`config.mk`:
```
export PLATFORM = sky130hd
export DESIGN_NAME = booth_r4_mult
export DESIGN_NICKNAME = d
export VERILOG_FILES = /design/src/rtl/booth_r4_pkg.sv /design/src/rtl/booth_r4_recode.sv /design/src/rtl/booth_r4_ppgen.sv /design/src/rtl/booth_r4_uniform.sv /design/src/rtl/booth_r4_mult.sv
export SDC_FILE = /design/constraint.sdc
export NUM_CORES = 1
export LEC_CHECK = 0
export BUFFER_PORTS_ARGS = -buffer_cell sky130_fd_sc_hd__buf_2
export CORE_MARGIN = 3
export CORE_UTILIZATION = 49
export CTS_CLUSTER_DIAMETER = 200
export DETAILED_ROUTE_END_ITERATION = 10
export PLACE_DENSITY = 0.69
export SLEW_MARGIN = 0
export SYNTH_ARGS = -nofsm -noshare
export SYNTH_HDL_FRONTEND = slang
export SYNTH_SLANG_ARGS = --single-unit
```
`constraint.sdc`:
```
create_clock -name clk -period 7.1 [get_ports clk]
set_input_delay 1.065 -clock clk [delete_from_list [all_inputs] [get_ports clk]]
set_output_delay 1.065 -clock clk [all_outputs]
set_load 0.03 [all_outputs]
```
`src/rtl/booth_r4_pkg.sv`:
```
package booth_r4_pkg;

  // Signed digit selected by one 3-bit window of the multiplier
  typedef enum logic [2:0] {
    BD_ZERO,
    BD_POS1,
    BD_POS2,
    BD_NEG1,
    BD_NEG2
  } booth_digit_e;

endpackage

```
`src/rtl/booth_r4_recode.sv`:
```
module booth_r4_recode
  import booth_r4_pkg::*;
(
  input  logic [2:0]   win,
  output booth_digit_e dig
);

  always_comb begin
    case (win)
      3'b001, 3'b010: dig = BD_POS1;
      3'b011:         dig = BD_POS2;
      3'b100:         dig = BD_NEG2;
      3'b101, 3'b110: dig = BD_NEG1;
      default:        dig = BD_ZERO;
    endcase
  end

endmodule

```
`src/rtl/booth_r4_ppgen.sv`:
```
module booth_r4_ppgen
  import booth_r4_pkg::*;
#(
  parameter int W = 32
) (
  input  booth_digit_e dig,
  input  logic [W-1:0] mcand,
  output logic [W-1:0] pp
);

  logic [W-1:0] twice;

  assign twice = {mcand[W-2:0], 1'b0};

  always_comb begin
    case (dig)
      BD_POS1: pp = mcand;
      BD_POS2: pp = twice;
      BD_NEG1: pp = W'(0) - mcand;
      BD_NEG2: pp = W'(0) - twice;
      default: pp = '0;
    endcase
  end

endmodule

```
`src/rtl/booth_r4_uniform.sv`:
```
module booth_r4_uniform #(
  parameter int N = 33
) (
  input  logic [N-1:0] vec,
  output logic         same
);

  // True when the remaining multiplier bits are pure sign extension
  assign same = (vec == '0) || (&vec);

endmodule

```
`src/rtl/booth_r4_mult.sv`:
```
module booth_r4_mult
  import booth_r4_pkg::*;
#(
  parameter int W = 32
) (
  input  logic         clk,
  input  logic         rst,
  input  logic         start,
  input  logic [W-1:0] op_a,
  input  logic [W-1:0] op_b,
  output logic         busy,
  output logic         done,
  output logic [W-1:0] product
);

  localparam int ITERS = W / 2;
  localparam int CW    = $clog2(ITERS + 1);

  logic [W-1:0]  mcand_q;
  logic [W:0]    mpl_q;
  logic [W-1:0]  acc_q;
  logic [CW-1:0] cnt_q;
  logic          busy_q;
  logic          done_q;
  logic [W-1:0]  prod_q;

  booth_digit_e  dig;
  logic [W-1:0]  pp;
  logic [W-1:0]  acc_nxt;
  logic [W:0]    mpl_nxt;
  logic          rest_same;
  logic          last_iter;

  booth_r4_recode u_recode (
    .win (mpl_q[2:0]),
    .dig (dig)
  );

  booth_r4_ppgen #(.W(W)) u_ppgen (
    .dig   (dig),
    .mcand (mcand_q),
    .pp    (pp)
  );

  assign acc_nxt = acc_q + pp;
  assign mpl_nxt = {{2{mpl_q[W]}}, mpl_q[W:2]};

  booth_r4_uniform #(.N(W + 1)) u_uniform (
    .vec  (mpl_nxt),
    .same (rest_same)
  );

  assign last_iter = rest_same || (cnt_q == CW'(ITERS - 1));

  always_ff @(posedge clk) begin
    if (rst) begin
      mcand_q <= '0;
      mpl_q   <= '0;
      acc_q   <= '0;
      cnt_q   <= '0;
      busy_q  <= 1'b0;
      done_q  <= 1'b0;
      prod_q  <= '0;
    end else begin
      done_q <= 1'b0;
      if (busy_q) begin
        acc_q   <= acc_nxt;
        mcand_q <= {mcand_q[W-3:0], 2'b00};
        mpl_q   <= mpl_nxt;
        cnt_q   <= cnt_q + 1'b1;
        if (last_iter) begin
          busy_q <= 1'b0;
          done_q <= 1'b1;
          prod_q <= acc_nxt;
        end
      end else if (start) begin
        mcand_q <= op_a;
        mpl_q   <= {op_b, 1'b0};
        acc_q   <= '0;
        cnt_q   <= '0;
        busy_q  <= 1'b1;
      end
    end
  end

  assign busy    = busy_q;
  assign done    = done_q;
  assign product = prod_q;

  // an idle start begins a fresh run
  p_load_r2: assert property (@(posedge clk) disable iff (rst)
    (!busy_q && start) |=> (busy_q && cnt_q == '0));

  // a result only follows an iteration
  p_done_after_busy_r5: assert property (@(posedge clk) disable iff (rst)
    $rose(done_q) |-> $past(busy_q));

  // iteration count stays below the cap while running
  p_iter_cap_r6: assert property (@(posedge clk) disable iff (rst)
    busy_q |-> (cnt_q < CW'(ITERS)));

  // done is a single-cycle pulse, exclusive with busy
  p_done_pulse_r7: assert property (@(posedge clk) disable iff (rst)
    done_q |=> !done_q);

  p_busy_done_excl_r7: assert property (@(posedge clk) disable iff (rst)
    !(busy_q && done_q));

  // the result register holds outside completion
  p_hold_r9: assert property (@(posedge clk) disable iff (rst)
    !done_q |-> $stable(prod_q));

endmodule

```
After elaboration in Yosys (flattened, before gate mapping) --
Index checks and enable logic that the tools add are counted.
Storage, ports and cells: register bits 136, input port bits 67, output and inout bits 34
Cells by class: $add $sub $neg 4, eq/ne operators 11, mux-type cells 14, bitwise logic cells 1, reductions and logical operators 11
Operators by type and width (number):
- two-way mux 32 bit | 6
- case mux 32 bit (4 select lines) | 1
- subtractor 1 x 32 -> 32 bit (first input constant) | 2
- zero test 33 bit | 1
- adder 32 bit | 1
- AND reduction 31 bit | 1
- equality test 3 x 2 -> 1 bit (second input constant) | 4
- equality test 3 bit (second input constant) | 4
- case mux 3 bit (4 select lines) | 1
- two-way mux 5 bit | 2
- OR reduction 2 bit | 4
- equality test 3 x 1 -> 1 bit (second input constant) | 2
- adder 5 x 1 -> 5 bit (second input constant) | 1
- equality test 5 x 4 -> 1 bit (second input constant) | 1
- two-way mux 1 bit | 4
- AND reduction 2 bit | 2
- logical OR 1 bit | 2
- nonzero test 2 bit | 1
- inverter 1 bit | 1

Longest topological paths before layout --
Gate-level depths: netlist of run 1.
depth after elaboration 7, mapped depth 19, depth with buffers taken out 19

By module --
Synthesis of run 1 repeated with hierarchy kept, for this count alone.
Second synthesis, totals: cells, all modules 1254, area total of the unflattened synthesis 9446.6 um^2
By module, submodules not included:
- booth_r4_mult | instances 1, cells each 902, area an instance 7272.0 um^2
- booth_r4_ppgen | instances 1, cells each 324, area an instance 1995.7 um^2
- booth_r4_uniform | instances 1, cells each 24, area an instance 145.1 um^2
- booth_r4_recode | instances 1, cells each 4, area an instance 33.8 um^2

Worst setup path before layout of run 1 --
Ideal clock, no wire load.
path kind flip-flop to flip-flop, start register mcand_q[0], end register acc_q[30], setup time 0.117 ns, data arrival time 4.916 ns, data required time 6.983 ns, slack 2.067 ns, cell stages (with the launch flop) 20, buffers on the path 0, clock period less this slack 5.033 ns, path through dfxtp_1 > inv_1 > ha_1 > nor3b_1 > nand2_1 > or4_1 > or4_1 > nand2_1 > xnor2_1 > a221oi_1 > a31oi_1 > ha_1 > or2_2 > a21oi_1 > a31oi_1 > a31o_2 > o21ai_0 > a211oi_1 > or4_1 > a32o_1
Between the ends: cells in the longest elaborated chain, start to end 4
Ends and longest elaborated chain:
- start, declared | line booth_r4_mult.sv:19 | logic [W-1:0] mcand_q;
- start signal, assigned | line booth_r4_mult.sv:68 | mcand_q <= {mcand_q[W-3:0], 2'b00};
- start signal, assigned | line booth_r4_mult.sv:77 | mcand_q <= op_a;
- subtractor 1 x 32 -> 32 bit (on tied branches) | line booth_r4_ppgen.sv:19, booth_r4_ppgen.sv:20
- case mux 32 bit (4 select lines) (*) | line booth_r4_ppgen.sv:16 | case (dig)
- adder 32 bit (*) | line booth_r4_mult.sv:45 | assign acc_nxt = acc_q + pp;
- two-way mux 32 bit (*) | line booth_r4_mult.sv:66 | if (busy_q) begin
- end signal, assigned | line booth_r4_mult.sv:67 | acc_q <= acc_nxt;
- end, declared | line booth_r4_mult.sv:21 | logic [W-1:0] acc_q;
Mark *: on every way between the ends. The rest lies on a longest branch, timed or not. A chain may end at the register's enable or synchronous reset.

Worst setup path after layout of run 1 --
Ends and elaborated chain as after synthesis.

==> results of run 1 <==
## logic make-up after synthesis
group | after synthesis | synth area share [%]
AND/OR/NAND/NOR | 440 | 22.74
AO/OA/AOI/OAI | 303 | 21.02
flip-flops | 136 | 29.92
buffers and inverters | 116 | 4.909
multiplexers | 84 | 9.240
XOR/XNOR | 74 | 7.274
adder cells (fa/ha/maj) | 35 | 4.895
## where the power goes
| part | internal (mW) | switching, mW |
|---|---|---|
| logic | 0.160 | 0.240 |
| clock network | 0.555 | 0.363 |
| registers | 0.795 | 0.0525 |
| total | 1.51 | 0.655 |
## per-layer routing
| layer | GRT usage [%] | routed length, um | share of wire (%) | vias to the layer above |
|---|---|---|---|---|
| met5 | 0 | 0 | 0 | - |
| met4 | 8.283 | 571 | 2.3 | 0 |
| met3 | 4.167 | 1361 | 5.5 | 37 |
| met2 | 39.70 | 11640 | 47 | 230 |
| met1 | 31.55 | 11000 | 45 | 4068 |
| li1 | - | - | - | 4326 |
## registers in the layout, summed over array words and instances, names as in the netlist
register / flops
acc_q: 32
busy: 1
cnt_q: 5
done: 1
mcand_q: 32
mpl_q: 33
product: 32
## per-stage QoR
step / area [um^2] / hold slack (ns)
final: 10210 / 0.4531
after global placement: 9613 / 0.4390
after CTS: 10210 / 0.4579
after floorplan: 9100 / 0.4315
after global routing: 10210 / 0.4861
after detailed placement: 9613 / 0.4493
## cells in the mapped netlist (16+ instances only)
cell type  count
dfxtp_1      136
nor2_1       207
a221oi_1      16
nor4_1        17
nand2b_1      17
a21oi_1      127
a21o_1        18
xnor2_1       45
clkbuf_1      87
nor3b_1       20
mux2i_1       84
nand4_1       16
inv_1         16
ha_1          34
o21ai_0       40
xor2_1        28
nand2_1       84
a31oi_1       22
## critical path: stages, from the launching register on
cell,delay (ns)
dfxtp_1,0.34
inv_1,0.12
ha_1,0.20
nor3b_1,0.44
nand2_1,0.30
or4_1,0.57
or4_1,0.47
nand2_1,0.11
xnor2_1,0.08
a221oi_1,0.31
a31oi_1,0.09
ha_1,0.39
or2_2,0.31
a21oi_1,0.14
a31oi_1,0.05
a31o_2,0.25
o21ai_0,0.36
a211oi_1,0.19
or4_1,0.52
a32o_1,0.26
## cell type report
type / instances / area [um^2] / share of cell area, %
well taps: 229 / 286.5 / 2.805
clock buffers: 18 / 429.2 / 4.201
multi-input cells: 936 / 5937 / 58.12
inverters: 18 / 67.56 / 0.6614
clock inverters: 14 / 172.7 / 1.690
flip-flops and latches: 136 / 2726 / 26.69
repair buffers: 112 / 595.6 / 5.830
## worst max-delay path by stage
stage / slack [ns] / start / to / cells after the start
finish: 1.50 / mcand_q[0] / acc_q[30] / 19
global route: 1.09 / mcand_q[0] / acc_q[30] / 19
CTS: 1.54 / mcand_q[0] / acc_q[30] / 19
detailed placement: 1.56 / mcand_q[0] / acc_q[30] / 19
global placement: 1.67 / mcand_q[0] / acc_q[30] / 19
floorplan: 2.07 / mcand_q[0] / acc_q[30] / 19
==> run_summary.xml, run 1 <==
<?xml version="1.0" encoding="UTF-8"?>
<metrics>
  <group name="sta">
    <metric name="post-route-period-util" unit="%">78.89</metric>
    <metric name="headroom_to_the_max_slew_limit" unit="%">21.67</metric>
    <metric name="rsz0062_at_grt" unit="">false</metric>
    <metric name="max_freq" unit="MHz">178.5</metric>
    <metric name="setup_ws_final" unit="ns">1.499</metric>
    <metric name="worst-slew-pin-transition" unit="ns">1.169</metric>
    <metric name="finalHoldViolCount" unit="">0</metric>
    <metric name="final-max-slew-violation-count" unit="">0</metric>
    <metric name="timing.clock.skew" unit="ns">0.01643</metric>
    <metric name="finalCriticalPeriod" unit="ns">5.601</metric>
    <metric name="finalSetupViolations" unit="">0</metric>
    <metric name="finalSetupTns" unit="ns">0</metric>
  </group>
  <group name="logic_synthesis">
    <metric name="netlist_top_cells_area" unit="">dfxtp_1 (30%), mux2i_1 (9.2%), nor2_1 (8.5%)</metric>
    <metric name="synth_cell_types" unit="">59</metric>
    <metric name="cell_area_synth" unit="um^2">9100</metric>
    <metric name="synthesis.area_per_instance" unit="um^2">7.660</metric>
    <metric name="synth-edff-count" unit="">0</metric>
    <metric name="register_bit_count_reported_by_yosys" unit="">136</metric>
    <metric name="synth_seq_area_share" unit="%">29.92</metric>
    <metric name="synth_top_cell_by_area" unit="">dfxtp_1</metric>
    <metric name="ys.flop_type" unit="">dfxtp_1</metric>
    <metric name="async_reset_ff_share" unit="%">0</metric>
    <metric name="mappedNetlistNets" unit="">1290</metric>
    <metric name="syn-instance-count" unit="">1188</metric>
    <metric name="synth.yosys.warnings" unit="">0</metric>
    <metric name="post-synth-top-area-fraction" unit="%">29.92</metric>
  </group>
  <group name="detailed_routing">
    <metric name="drtPass1Iterations" unit="">5</metric>
    <metric name="ant_nets" unit="">0</metric>
    <metric name="routed_wire_length_per_instance" unit="um">16.79</metric>
    <metric name="num_vias" unit="">8661</metric>
    <metric name="initial_drc_count" unit="">571</metric>
    <metric name="route.detailed.vias_per_inst" unit="">5.920</metric>
    <metric name="wl" unit="um">24570</metric>
    <metric name="drt_drc_violations_left" unit="">0</metric>
  </group>
  <group name="placement">
    <metric name="hpwlAfterDp" unit="um">17230</metric>
    <metric name="count_of_port_buffers_added_during_placement" unit="">100</metric>
    <metric name="total_placed_cells_including_tap_cells" unit="">1431</metric>
    <metric name="gp_congestion" unit="">0.9080</metric>
    <metric name="dpl_worst_slack" unit="ns">1.555</metric>
  </group>
  <group name="global_routing">
    <metric name="grt_start_max_net_pins" unit="">72</metric>
    <metric name="first_pass_grt_wire_length" unit="um">39700</metric>
    <metric name="groute.usage.overall" unit="%">23.95</metric>
    <metric name="overflow" unit="">0</metric>
    <metric name="vias_in_the_first_global_route" unit="">7852</metric>
    <metric name="antenna_found_initial" unit="">1</metric>
  </group>
  <group name="worst_setup_path">
    <metric name="critical_path_class" unit="">reg2reg</metric>
    <metric name="critical_path_required" unit="ns">7.43</metric>
    <metric name="critical_path.max_fanout" unit="">8</metric>
    <metric name="reg2reg_setup_slack" unit="ns">1.50</metric>
    <metric name="worst-endpoint-arrival" unit="ns">5.93</metric>
    <metric name="timing.rr.end" unit="">acc_q[30]</metric>
    <metric name="beginning_of_the_worst_register_to_register_path" unit="">mcand_q[0]</metric>
    <metric name="worstSetupStartpointType" unit="">register</metric>
    <metric name="worst-r2r-cell-count" unit="">19</metric>
    <metric name="cp-end-kind" unit="">register</metric>
  </group>
  <group name="cells_and_area">
    <metric name="layout.core_utilization" unit="%">56.48</metric>
    <metric name="most_common_cell_after_layout_fill_and_taps_aside" unit="">nor2_1</metric>
    <metric name="area.growth.synth_to_final" unit="%">12.25</metric>
    <metric name="layout_net_count" unit="">1323</metric>
    <metric name="fill_cells" unit="">1696</metric>
    <metric name="drive_above_1_share" unit="%">12.80</metric>
    <metric name="antennaDiodeCount" unit="">0</metric>
    <metric name="layout.cells.non_filler" unit="">1463</metric>
    <metric name="layout.cells.most_common_list" unit="">nor2_1 (207), dfxtp_1 (135), a21oi_1 (127), buf_2 (98)</metric>
  </group>
  <group name="run">
    <metric name="timing.max_cap.violations" unit="">0</metric>
  </group>
  <group name="floorplan">
    <metric name="placementRows" unit="">49</metric>
    <metric name="floorplan.initialDensity" unit="%">50.31</metric>
    <metric name="die-area" unit="um^2">20240</metric>
    <metric name="die-width" unit="um">142.3</metric>
    <metric name="core_region_area" unit="um^2">18090</metric>
    <metric name="dieHeight" unit="um">142.3</metric>
    <metric name="pin_count" unit="">101</metric>
  </group>
  <group name="worst_hold_path">
    <metric name="worstHoldEndpoint" unit="">product[22]</metric>
    <metric name="hold_path_startpoint" unit="">product[22]</metric>
    <metric name="worstHoldPathType" unit="">reg2reg</metric>
    <metric name="whs_path_depth" unit="">2</metric>
  </group>
  <group name="clock_network">
    <metric name="cts_buffer_depth" unit="">2</metric>
    <metric name="postCtsSetupRepairBufs" unit="">0</metric>
    <metric name="cts.root.buffer_cell" unit="">clkbuf_16</metric>
    <metric name="clkTransAtPathRegs" unit="ns">0.06</metric>
    <metric name="cts_hold_repair.buffers" unit="">0</metric>
    <metric name="tritoncts_clock_tree" unit="">built</metric>
    <metric name="post_cts_resize_count" unit="">0</metric>
    <metric name="clk_latency" unit="ns">0.43</metric>
    <metric name="clkSinkCount" unit="">136</metric>
    <metric name="htree_levels" unit="">4</metric>
    <metric name="cts_inserted_buffers" unit="">17</metric>
  </group>
  <group name="power">
    <metric name="leakage" unit="nW">4.288</metric>
    <metric name="p_total" unit="mW">2.166</metric>
    <metric name="peakVddDrop" unit="V">0.0001778</metric>
    <metric name="power.density_cell_area" unit="nW/um^2">212.0</metric>
  </group>
  <group name="run_status">
    <metric name="run_status" unit="">finished clean</metric>
  </group>
</metrics>
Power figures use the tool's default switching activity.
==> run 2: changes to the inputs <==
--- a/config.mk
+++ b/config.mk
@@ -10,7 +10,7 @@
 export CORE_UTILIZATION = 49
 export CTS_CLUSTER_DIAMETER = 200
 export DETAILED_ROUTE_END_ITERATION = 10
-export PLACE_DENSITY = 0.69
+export PLACE_DENSITY = 0.71
 export SLEW_MARGIN = 0
 export SYNTH_ARGS = -nofsm -noshare
 export SYNTH_HDL_FRONTEND = slang
==> constraint.sdc (replaced) <==
create_clock -name clk -period 5 [get_ports clk]
set_input_delay 0.75 -clock clk [delete_from_list [all_inputs] [get_ports clk]]
set_output_delay 0.75 -clock clk [all_outputs]
set_load 0.03 [all_outputs]
==> run_summary.xml, run 2 (same netlist as run 1, synthesis figures left out) <==
<?xml version="1.0" encoding="UTF-8"?>
<metrics>
  <group name="cells_and_area">
    <metric name="most_common_cell_after_layout_fill_and_taps_aside" unit="">nor2_1</metric>
    <metric name="layout_net_count" unit="">1354</metric>
    <metric name="largest_register_ff_count" unit="">33</metric>
    <metric name="antennaDiodeCount" unit="">0</metric>
    <metric name="post-route-cell-area" unit="um^2">10480</metric>
    <metric name="fill_cells" unit="">1669</metric>
    <metric name="layout.cells.most_common_list" unit="">nor2_1 (207), dfxtp_1 (135), a21oi_1 (127), buf_2 (98)</metric>
    <metric name="area.growth.synth_to_final" unit="%">15.11</metric>
    <metric name="layout.area.seq" unit="um^2">2726</metric>
    <metric name="largest-register" unit="">mpl_q</metric>
    <metric name="multi_input_comb_area" unit="um^2">5992</metric>
    <metric name="drive_above_1_share" unit="%">15.49</metric>
  </group>
  <group name="worst_setup_path">
    <metric name="cp-end-kind" unit="">register</metric>
    <metric name="cp-startpoint" unit="">mcand_q[0]</metric>
    <metric name="cpPeakStageDelay" unit="ns">0.47</metric>
    <metric name="number_of_buffer_and_inverter_stages_on_the_critical_path" unit="">1</metric>
    <metric name="critical_path_required" unit="ns">5.31</metric>
    <metric name="crit_path_cell_trace" unit="">inv_1, ha_1, nor3b_4, nand2_1, or4_1, or4_1, nand2_1, xnor2_1, a221oi_1, a31oi_1, ha_1, or2_2, a21oi_1, a31oi_1, a31o_2, o2111ai_2, a21oi_1, or3_1, a32o_1</metric>
    <metric name="crit_path_top_delay_cell" unit="">or4_1</metric>
    <metric name="critPathTopFamily" unit="">simple AND/OR/NAND/NOR gates</metric>
    <metric name="worst-endpoint-arrival" unit="ns">5.11</metric>
    <metric name="reg2reg_setup_slack" unit="ns">0.20</metric>
    <metric name="critical_path_class" unit="">reg2reg</metric>
    <metric name="worst-r2r-cell-count" unit="">19</metric>
    <metric name="beginning_of_the_worst_register_to_register_path" unit="">mcand_q[0]</metric>
    <metric name="critical_path.max_fanout" unit="">5</metric>
    <metric name="timing.rr.end" unit="">product[28]</metric>
    <metric name="worstSetupStartpointType" unit="">register</metric>
  </group>
  <group name="power">
    <metric name="leakage" unit="nW">4.443</metric>
    <metric name="peakVddDrop" unit="V">0.0002374</metric>
    <metric name="power.density_cell_area" unit="nW/um^2">290.2</metric>
  </group>
  <group name="global_routing">
    <metric name="grt_start_max_net_pins" unit="">116</metric>
    <metric name="groute.usage.overall" unit="%">24.57</metric>
    <metric name="first_pass_grt_wire_length" unit="um">40650</metric>
    <metric name="antenna_found_initial" unit="">0</metric>
    <metric name="overflow" unit="">0</metric>
    <metric name="vias_in_the_first_global_route" unit="">8306</metric>
  </group>
  <group name="sta">
    <metric name="headroom_to_the_max_slew_limit" unit="%">31.10</metric>
    <metric name="rsz0062_at_grt" unit="">false</metric>
    <metric name="max_freq" unit="MHz">208.5</metric>
    <metric name="timing.clock.skew" unit="ns">0.01100</metric>
    <metric name="finalHoldViolCount" unit="">0</metric>
    <metric name="finalCriticalPeriod" unit="ns">4.797</metric>
    <metric name="setup_ws_final" unit="ns">0.2033</metric>
    <metric name="finalSetupTns" unit="ns">0</metric>
    <metric name="final-max-slew-violation-count" unit="">0</metric>
    <metric name="finalSetupViolations" unit="">0</metric>
    <metric name="post-route-period-util" unit="%">95.93</metric>
    <metric name="hold_ws" unit="ns">0.4521</metric>
    <metric name="worst-slew-pin-transition" unit="ns">1.033</metric>
  </group>
  <group name="clock_network">
    <metric name="cts_inserted_buffers" unit="">17</metric>
    <metric name="cts_buffer_depth" unit="">2</metric>
    <metric name="htree_levels" unit="">4</metric>
    <metric name="cts_hold_repair.buffers" unit="">0</metric>
    <metric name="cts.root.buffer_cell" unit="">clkbuf_16</metric>
    <metric name="clkTransAtPathRegs" unit="ns">0.06</metric>
    <metric name="clk_latency" unit="ns">0.43</metric>
    <metric name="clkSinkCount" unit="">136</metric>
    <metric name="tritoncts_clock_tree" unit="">built</metric>
  </group>
  <group name="run">
    <metric name="timing.max_cap.violations" unit="">0</metric>
  </group>
  <group name="floorplan">
    <metric name="dieHeight" unit="um">142.3</metric>
    <metric name="floorplan.initialDensity" unit="%">50.31</metric>
    <metric name="die-width" unit="um">142.3</metric>
    <metric name="core_region_area" unit="um^2">18090</metric>
    <metric name="pin_count" unit="">101</metric>
    <metric name="placementRows" unit="">49</metric>
    <metric name="die-area" unit="um^2">20240</metric>
  </group>
  <group name="worst_hold_path">
    <metric name="worstHoldEndpoint" unit="">product[21]</metric>
    <metric name="whs_path_depth" unit="">2</metric>
    <metric name="hold_path_startpoint" unit="">product[21]</metric>
    <metric name="worstHoldPathType" unit="">reg2reg</metric>
  </group>
  <group name="detailed_routing">
    <metric name="met3WireLength" unit="um">1442</metric>
    <metric name="drt_drc_violations_left" unit="">0</metric>
    <metric name="route.detailed.vias_per_inst" unit="">5.902</metric>
    <metric name="detailroute.wirelength.met2" unit="um">11720</metric>
    <metric name="num_vias" unit="">8818</metric>
    <metric name="initial_drc_count" unit="">669</metric>
    <metric name="wl_met1" unit="um">10820</metric>
    <metric name="drtPass1Iterations" unit="">5</metric>
    <metric name="topRoutingLayerUsed" unit="">met4</metric>
    <metric name="ant_nets" unit="">0</metric>
    <metric name="wl" unit="um">24850</metric>
    <metric name="routed_wire_length_per_instance" unit="um">16.63</metric>
  </group>
  <group name="placement">
    <metric name="placed_cell_area" unit="um^2">9843</metric>
    <metric name="dpl_worst_slack" unit="ns">0.08683</metric>
    <metric name="gp_congestion" unit="">0.9290</metric>
    <metric name="count_of_port_buffers_added_during_placement" unit="">100</metric>
    <metric name="hpwlAfterDp" unit="um">17680</metric>
  </group>
  <group name="run_status">
    <metric name="run_status" unit="">finished clean</metric>
  </group>
</metrics>
-- run 2: worst max-delay path by stage --
stage	end	slack, ns	cells after the start
floorplan	acc_q[30]	0.13	19
global placement	product[23]	0.21	19
detailed placement	product[23]	0.09	19
CTS	product[23]	0.05	19
global route	product[28]	0.004	19
finish	product[28]	0.20	19
-- run 2: tightest hold or removal path, stage by stage, from the launching register on --
cell and delay (ns):
dfxtp_1 0.30, nand2_1 0.05, a21oi_1 0.05
-- run 2: what timing repair did --
| item | 4_1_cts | 5_1_grt |
|---|---|---|
| setup endpoints to repair | 0 | 14 |
| setup buffers | 0 | 1 |
| gates resized for setup | 0 | 12 |
-- run 2: through the flow --
step	utilization [%]	total power, mW	instances
global placement	54.42	1.809	1461
CTS	57.60	3.048	1493
global route	57.92	3.181	1494
floorplan	-	1.645	1188
detailed placement	54.42	1.818	1461
finish	57.92	3.040	1494
-- run 2: layout make-up --
cell class,instances,area share (%)
Clock inverter,12,1.111
Inverter,18,0.6450
Sequential cell,136,26.03
Timing Repair Buffer,143,7.907
Tap cell,229,2.735
Clock buffer,20,4.372
Multi-Input combinational cell,936,57.20
-- run 2: power breakdown --
part / total (mW) / internal, mW / switching, mW
Clock: 1.23 / 0.719 / 0.511
Sequential: 1.20 / 1.13 / 0.0727
Combinational: 0.608 / 0.255 / 0.354
Total: 3.04 / 2.10 / 0.937
-- run 2: metal layers --
metal / vias to the layer above / track usage, %
li1: 4374 / -
met1: 4107 / 31.85
met2: 281 / 40.25
met3: 56 / 4.435
met4: 0 / 10.51
met5: - / 0
